`src/rtl/sram_lane_ctrl.sv`:
```
module sram_lane_ctrl #(
  parameter int unsigned ADDR_W = 18,
  parameter int unsigned DATA_W = 16,
  parameter int unsigned T_AS   = 1,
  parameter int unsigned T_WP   = 2,
  parameter int unsigned T_DS   = 1,
  parameter int unsigned T_DH   = 1,
  parameter int unsigned T_WR   = 1,
  parameter int unsigned T_RD   = 2
) (
  input  logic              clk,
  input  logic              rst_n,
  input  logic              req_valid,
  output logic              req_ready,
  input  logic              req_write,
  input  logic [ADDR_W-1:0] req_addr,
  input  logic [DATA_W-1:0] req_wdata,
  input  logic [1:0]        req_be,
  output logic              rsp_valid,
  output logic [DATA_W-1:0] rsp_rdata,
  output logic [ADDR_W-1:0] mem_addr,
  output logic              mem_cs_n,
  output logic              mem_we_n,
  output logic              mem_oe_n,
  output logic              mem_lb_n,
  output logic              mem_ub_n,
  output logic [DATA_W-1:0] mem_dq_out,
  output logic              mem_dq_oe,
  input  logic [DATA_W-1:0] mem_dq_in
);

  localparam int unsigned HALF  = DATA_W / 2;
  localparam int unsigned P_LEN = (T_WP > T_DS) ? T_WP : T_DS;
  localparam int unsigned H_LEN = (T_DH > T_WR) ? T_DH : T_WR;
  localparam int unsigned M_AP  = (T_AS > P_LEN) ? T_AS : P_LEN;
  localparam int unsigned M_HR  = (H_LEN > T_RD) ? H_LEN : T_RD;
  localparam int unsigned MAXL  = (M_AP > M_HR) ? M_AP : M_HR;
  localparam int unsigned CNT_W = $clog2(MAXL + 1);
  localparam logic [CNT_W-1:0] LD_AS  = CNT_W'(T_AS - 1);
  localparam logic [CNT_W-1:0] LD_P   = CNT_W'(P_LEN - 1);
  localparam logic [CNT_W-1:0] LD_H   = CNT_W'(H_LEN - 1);
  localparam logic [CNT_W-1:0] LD_RD  = CNT_W'(T_RD - 1);
  localparam logic [CNT_W-1:0] H_CUT  = CNT_W'(H_LEN - T_DH);

  typedef enum logic [2:0] {S_IDLE, S_WSET, S_WPUL, S_WHLD, S_RACC} phase_t;

  phase_t             state;
  logic [CNT_W-1:0]   cnt;
  logic [ADDR_W-1:0]  addr_q;
  logic [DATA_W-1:0]  data_q;
  logic [1:0]         be_q;
  logic               last;

  assign last = (cnt == '0);

  always_ff @(posedge clk or negedge rst_n) begin
    if (!rst_n) begin
      state     <= S_IDLE;
      cnt       <= '0;
      addr_q    <= '0;
      data_q    <= '0;
      be_q      <= '0;
      rsp_valid <= 1'b0;
      rsp_rdata <= '0;
    end else begin
      rsp_valid <= 1'b0;
      unique case (state)
        S_IDLE: if (req_valid) begin
          addr_q <= req_addr;
          data_q <= req_wdata;
          be_q   <= req_be;
          if (req_write) begin
            state <= S_WSET;
            cnt   <= LD_AS;
          end else begin
            state <= S_RACC;
            cnt   <= LD_RD;
          end
        end
        S_WSET: if (last) begin
          state <= S_WPUL;
          cnt   <= LD_P;
        end else cnt <= cnt - 1'b1;
        S_WPUL: if (last) begin
          state <= S_WHLD;
          cnt   <= LD_H;
        end else cnt <= cnt - 1'b1;
        S_WHLD: if (last) state <= S_IDLE;
                else cnt <= cnt - 1'b1;
        S_RACC: if (last) begin
          state     <= S_IDLE;
          rsp_valid <= 1'b1;
          rsp_rdata <= {be_q[1] ? mem_dq_in[DATA_W-1:HALF] : {HALF{1'b0}},
                        be_q[0] ? mem_dq_in[HALF-1:0]      : {HALF{1'b0}}};
        end else cnt <= cnt - 1'b1;
        default: state <= S_IDLE;
      endcase
    end
  end

  assign req_ready  = (state == S_IDLE);
  assign mem_addr   = addr_q;
  assign mem_dq_out = data_q;
  assign mem_cs_n   = !(state == S_WPUL || state == S_RACC);
  assign mem_we_n   = (state != S_WPUL);
  assign mem_oe_n   = (state != S_RACC);
  assign mem_lb_n   = !(!req_ready && be_q[0]);
  assign mem_ub_n   = !(!req_ready && be_q[1]);
  assign mem_dq_oe  = (state == S_WSET) || (state == S_WPUL) ||
                      (state == S_WHLD && cnt >= H_CUT);

  assert_no_contention_R5: assert property (@(posedge clk) disable iff (!rst_n)
    !mem_oe_n |-> !mem_dq_oe);

  assert_drive_in_window_R5: assert property (@(posedge clk) disable iff (!rst_n)
    (!mem_cs_n && !mem_we_n) |-> mem_dq_oe);

  assert_we_first_R3: assert property (@(posedge clk) disable iff (!rst_n)
    $fell(mem_we_n) |-> $fell(mem_cs_n));

  assert_release_gap_R8: assert property (@(posedge clk) disable iff (!rst_n)
    $fell(mem_oe_n) |-> !$past(mem_dq_oe));

  assert_addr_hold_R9: assert property (@(posedge clk) disable iff (!rst_n)
    (!req_ready && $past(!req_ready)) |-> $stable(mem_addr));

  assert_rsp_pulse_R6: assert property (@(posedge clk) disable iff (!rst_n)
    rsp_valid |=> !rsp_valid);

  assert_busy_ready_R7: assert property (@(posedge clk) disable iff (!rst_n)
    !mem_cs_n |-> !req_ready);

endmodule

```
`config.mk`:
```
export PLATFORM = sky130hd
export DESIGN_NAME = sram_lane_ctrl
export DESIGN_NICKNAME = d
export VERILOG_FILES = /design/src/rtl/sram_lane_ctrl.sv
export SDC_FILE = /design/constraint.sdc
export NUM_CORES = 1
export LEC_CHECK = 0
export BUFFER_PORTS_ARGS = -buffer_cell sky130_fd_sc_hd__buf_2
export CAP_MARGIN = 20
export CORE_AREA = 2 2 77 79
export DETAILED_ROUTE_END_ITERATION = 6
export DIE_AREA = 0 0 79 81
export MAX_ROUTING_LAYER = met4
export PLACE_DENSITY = 0.88
export SYNTH_ARGS = -nofsm -noshare
export SYNTH_HDL_FRONTEND = slang
export SYNTH_SLANG_ARGS = --single-unit
```
`constraint.sdc`:
```
create_clock -name clk -period 2 [get_ports clk]
set_input_delay 0.1 -clock clk [delete_from_list [all_inputs] [get_ports clk]]
set_output_delay 0.1 -clock clk [all_outputs]
set_load 0.05 [all_outputs]
```
==> results of run 1 <==
[critical path: cells and delay by family, from the launching register on]
| kind | cells | cell delay [ps] |
|---|---|---|
| simple gates | 2 | 560 |
| flops | 1 | 380 |
| buf+inv | 2 | 290 |
| mux | 1 | 360 |
[cell families after synthesis]
| family | Yosys count |
|---|---|
| flip-flops | 58 |
| XOR/XNOR | 2 |
| adder cells (fa/ha/maj) | 3 |
| AND/OR/NAND/NOR | 54 |
| multiplexers | 37 |
| AO/OA/AOI/OAI | 28 |
| buffers and inverters | 17 |
[registers in the layout, summed over array words and instances (netlist names)]
name	count
cnt	2
state	3
rsp_valid	1
be_q	2
mem_dq_out	16
mem_addr	18
rsp_rdata	16
[layer usage]
layer  share of wire, %  vias up  global-route usage, %
met5                  0        -                      -
met4                2.5        0                   8.62
met3                6.8       11                   6.00
met2                 49       92                   29.6
met1                 42      892                   22.5
li1                   -      956                      -
[repair_timing]
| action | in CTS | in global routing |
|---|---|---|
| buffers inserted | 0 | 0 |
| hold endpoints to repair | 46 | 3 |
| hold buffers | 21 | 3 |
| gates resized for setup | 0 | 0 |
[layout make-up]
type                            count  share of cell area (%)
Clock buffer                       12                    4.02
Clock inverter                      3                    1.11
Inverter                            5                   0.520
Multi-Input combinational cell    124                    27.0
Sequential cell                    58                    40.2
Tap cell                           75                    2.60
Timing Repair Buffer              144                    24.5
[metrics by stage]
stage / std cells / hold slack, ps
after global placement: 382 / 125
after CTS: 418 / 0.116
after global routing: 421 / 0.485
after detailed placement: 382 / 131
final: 421 / 7.08
after floorplan: 199 / -196
[cell usage in the layout (no fill, tap or decap), types with 2 or more instances in the layout]
cell type      netlist  routed
a21oi_1              4       4
buf_12               4       2
buf_2                0     113
buf_4                0       5
clkbuf_1             7       2
clkbuf_8             0      10
clkinv_2             0       2
dfrtp_1             58      58
dlygate4sd3_1        0      24
ha_1                 3       3
inv_1                4       4
mux2_2               6       6
mux2_4              30      30
nand2_1             40      40
nor2_1               6       6
o21ai_0             19      19
xor2_1               2       2
[worst paths after layout]
check | to | slack [ps] | cells past startpoint
setup / recovery | mem_dq_out[8] | 300 | 5
hold / removal | mem_addr[14] | 7 | 2
setup reg to reg | mem_dq_out[8] | 300 | 5
hold reg to reg | rsp_rdata[14] | 470 | 2
max in group asynchronous | mem_dq_out[4] | 1120 | 3
min in group asynchronous | mem_addr[6] | 300 | 2
==> metrics.md, run 1 <==
| Metric | Value |
|---|---|
| Asr flop ratio synth | 100% |
| Clock Tree Buf Depth | 2 |
| Synth Register Bits | 58 |
| # fillers | 461 |
| CP arrival | between 1500 and 2000 ps |
| Largest family of logic cells by synthesized area | multiplexers |
| Largest net degree at the start of global routing | 34 |
| HPWL Detailed | 3.84 mm |
| Layout cells sized above 1 | about half |
| Starting DRC count in detailed routing | 86 |
| Crit path launch type | register |
| Hold/Removal Path Class | in -> reg |
| Final hold viol count | 0 |
| H-Tree Depth | 3 |
| Fin nets | 401 |
| EDFF count, synth | 0 |
| DIE AREA | 0.00640 mm^2 |
| Worst Tran Pin Value | 584 ps |
| Most frequent cell after synthesis | dfrtp_1 |
| Worst-path cell chain | or3_4, inv_2, and2_4, buf_4, mux2_2 |
| Multi-input gate area | 973 um^2 |
| Syn avg cell area | roughly 13 um^2 |
| Mux contribution to synthesized area | 20.6% |
| Critical path type | reg -> reg |
| Setup slack after layout | approximately 300 ps |
| Post-synth top area cell | dfrtp_1 |
| Routed wire per std cell | 13.8 um |
| CP Capture Type | register |
| Post-synth top area share | 56.7% |
| Die H | approximately 80 um |
| Mapped Area | 0.00256 mm^2 |
| Final instance area | 0.00361 mm^2 |
| Tcrit/Tclk final | 84.8% |
| TritonCTS clock tree | yes |
| Synth Flop Type | dfrtp_1 |
| Core area | 0.00568 mm^2 |
| Number of global-route vias before repair | 1853 |
| Post-DP Area | 0.00318 mm^2 |
| Synth warn | 0 |
| Root buf cell | clkbuf_8 |
| Commonest cells in the netlist | 58 x dfrtp_1, 40 x nand2_1, 30 x mux2_4 |
| Register area | about 0.0015 mm^2 |
| Syn Inst Count | 199 |
| Die Span X | between 70 and 80 um |
| Via count | 1951 |
| Final Max Slew Viols | 0 |
| # port buffers | 113 |
| Worst Setup SP | state[2] |
| Setup_tns | 0 ps |
| Layout Utilization | 63.5% |
| Reg clk slew, reported paths | 60 ps |
| Total gr overflow | 0 |
| CTS buffer count | 9 |
| Setup WS pre-CTS | 300 ps |
| Seq/Total Area, Yosys | 56.7% |
| Crit-path max cell delay | 410 ps |
| Hold Path Origin | req_addr[14] |
| Final Wtd Congestion | 0.702 |
| CP max FO | 10 |
| Pre-Repair DR Iteration Count | 4 |
| Worst path slowest cell | or3_4 |
| Area Overhead vs Synth | 40.8% |
| # diodes | 0 |
| R2R Path Start | state[2] |
| Vias per inst | ~4.6 |
| XOR/XNOR Fraction of Synth Area | less than 1% |
| Maximum capacitance violations | 0 |
| Worst slew margin | 61.1% |
| Num ports | roughly 110 |
| Antenna Nets Post-Route | 0 |
| Total Routed Length | 5.79 mm |
| Row count | 28 |
| DRC | 0 |
| Clock insertion delay at the later pin of the skew report | 330 ps |
| Final setup viols | 0 |
| Status | finished clean |
| Clock sink count | 58 |
| Initial Utilization | 45.1% |
| Worst Clk Skew | 5.32 ps |
| First-pass GRT wire length | 8.74 mm |
| Simple-gate share of the synthesized area | 9.14% |
| WP data required | 2210 ps |
| RSZ-0062 raised after global routing | no |
| Total GRT Usage | 18.9% |
| Area contributors post-synth | dfrtp_1 57%, mux2_4 18%, nand2_1 5.9% |
| Maximum operating frequency | 590 MHz |
| Post-route minimum period | 1700 ps |
| Syn nets | 258 |
| Synth Area in Adders | 1.47% |
| Synth Area in Compound Gates | under 10% |
| Initial antenna violation count | 0 |
| Post-synthesis cell type count | 28 |
Power of run 1 is not shown: default switching activity piles up to over one toggle a cycle in this logic, so the estimate is an artifact.
==> inputs of run 2 (changes only) <==
Settings changed: CORE_AREA 2 2 77 79 to 2 2 82 84, DIE_AREA 0 0 79 81 to 0 0 84 86, PLACE_DENSITY 0.88 to 0.83.
Clock period 2 ns to 1.5 ns, I/O delays scaled along.
==> run 2 against run 1 <==
  * The run now ends with setup timing left
  * Core utilization increased by 0.71 points
  * Largest cell class unchanged
  * Worst setup slack got worse by 450 ps
  * Sequential share of layout area decreased by 4.3 points
  * Global-route usage increased by 0.73 points
  * Via count increased by 9.9%
==> metrics.md, run 2 (synthesis gave the netlist of run 1 again) <==
| Metric | Value |
|---|---|
| CP arrival | 1850 ps |
| Commonest non-fill, non-tap cell in the layout | buf_2 |
| Area Overhead vs Synth | 57.5% |
| Max FFs per register | 18 |
| Worst Setup SP | state[2] |
| Core area | approximately 0.0063 mm^2 |
| Maximum operating frequency | 607 MHz |
| Final setup viols | approximately 40 |
| Die H | ~86 um |
| Worst Tran Pin Value | 374 ps |
| Crit path launch type | register |
| Initial Utilization | between 40 and 50% |
| Pre-Repair DR Iteration Count | 4 |
| H-Tree Depth | 3 |
| RSZ-0062 raised after global routing | yes |
| CTS buffer count | 9 |
| Antenna Nets Post-Route | 0 |
| Row count | 29 |
| Worst path bufs/invs | 2 |
| Root buf cell | clkbuf_8 |
| Layout cells sized above 1 | between 40% and 50% |
| Via count | 2145 |
| # port buffers | around 110 |
| Clock Tree Buf Depth | 2 |
| Worst-path cell chain | or3_4, inv_8, and2_4, buf_12, mux2_4 |
| Status | finished with violations |
| Total gr overflow | 0 |
| WP data required | 1710 ps |
| Initial antenna violation count | 0 |
| Post-route minimum period | 1650 ps |
| DIE AREA | 0.00722 mm^2 |
| Hold Path Origin | req_addr[0] |
| R2R Path Start | state[2] |
| Failing checks | setup timing |
| CP Capture Type | register |
| First-pass GRT wire length | 10.8 mm |
| Maximum capacitance violations | 0 |
| Final Wtd Congestion | ~0.76 |
| Tcrit/Tclk final | 110% |
| Clock insertion delay at the later pin of the skew report | about 320 ps |
| HPWL Detailed | 3.96 mm |
| Final Max Slew Viols | 0 |
| Clock sink count | 58 |
| Reg clk slew, reported paths | 60 ps |
| Vias per inst | 4.72 |
| Final hold viol count | 0 |
| Critical path type | reg -> reg |
| Crit-path max cell delay | 420 ps |
| Placed cell count | between 300 and 400 |
| Hold/Removal Path Class | in -> reg |
| Num ports | 114 |
| Worst Clk Skew | 6.58 ps |
| TritonCTS clock tree | yes |
| Total Routed Length | 6.59 mm |
| # diodes | 0 |
| CP max FO | 12 |
| Most frequent cells in the layout | 109 x buf_2, 58 x dfrtp_1, 48 x dlygate4sd3_1 |
| Fin nets | approximately 430 |
| Setup WS pre-CTS | -181 ps |
| Setup slack after layout | -146 ps |
| Die Span X | between 80 and 90 um |
| # fillers | 471 |
| DRC | 0 |
| Worst slew margin | 75.1% |
| Worst path slowest cell | or3_4 |
| Total GRT Usage | between 10% and 20% |
| Starting DRC count in detailed routing | 73 |
| Largest net degree at the start of global routing | roughly 60 |
| Final std cells w/o fill | 454 |
| Layout Utilization | between 60% and 70% |
| Number of global-route vias before repair | 2264 |
| Routed wire per std cell | around 15 um |
| Top delay family on crit path | simple AND/OR/NAND/NOR gates |
## run 2: cell count changes in the layout (fill, tap and decap cells not counted), moves of 2 or more
cell	previous run	this run
mux2_2	6	0
buf_2	113	109
buf_6	0	3
nor2_1	6	4
dlygate4sd3_1	24	48
buf_8	0	2
buf_12	2	4
buf_4	5	7
mux2_4	30	36
nor2_2	0	2
## run 2: per-stage QoR
stage,cell area (um^2),hold slack (ps),TNS [ps]
5_1_grt,4030,4.55,-7180
4_1_cts,4010,0.310,-5490
6_report,4030,12.9,-4960
2_1_floorplan,2570,-221,-11020
3_5_place_dp,3250,110,-5100
3_3_place_gp,3250,99.5,-4590
## run 2: final timing paths
check,endpoint,slack [ps],depth (start not counted)
max reg2reg,mem_addr[0],-150,5
min in group asynchronous,mem_addr[10],300,3
max,mem_addr[0],-150,5
max in group asynchronous,rsp_rdata[2],940,3
min,mem_addr[0],10,2
min reg2reg,rsp_rdata[10],490,2
## run 2: final cells by class
| type | count | area [um^2] | area share (%) |
|---|---|---|---|
| flip-flops and latches | 58 | 1450 | 36.0 |
| repair buffers | 174 | 1230 | 30.5 |
| multi-input cells | 124 | 1010 | 25.0 |
| clock buffers | 11 | 141 | 3.51 |
| well taps | 77 | 96.3 | 2.39 |
| clock inverters | 5 | 77.6 | 1.92 |
| inverters | 5 | 26.3 | 0.652 |
## run 2: worst reg2reg max path: cells and delay by family, from the launching register on
family                 cells  cell delay, ps
multiplexers               1             310
flip-flops                 1             370
AND/OR/NAND/NOR            2             620
buffers and inverters      2             230
## run 2: repair_timing
action,4_1_cts,5_1_grt
endpoints found under the setup margin,41,48
hold buffers,48,0
resized for setup,15,8
setup buffers,1,1
endpoints found under the hold margin,105,0
## run 2: metal layers
layer	global-route usage, %	vias up	routed length (um)
met5	-	-	0
met4	7.62	0	124
met3	3.66	13	358
met2	33.0	89	3310
met1	23.6	1031	2800
li1	-	1012	-
Power of run 2 is left out for the same reason.
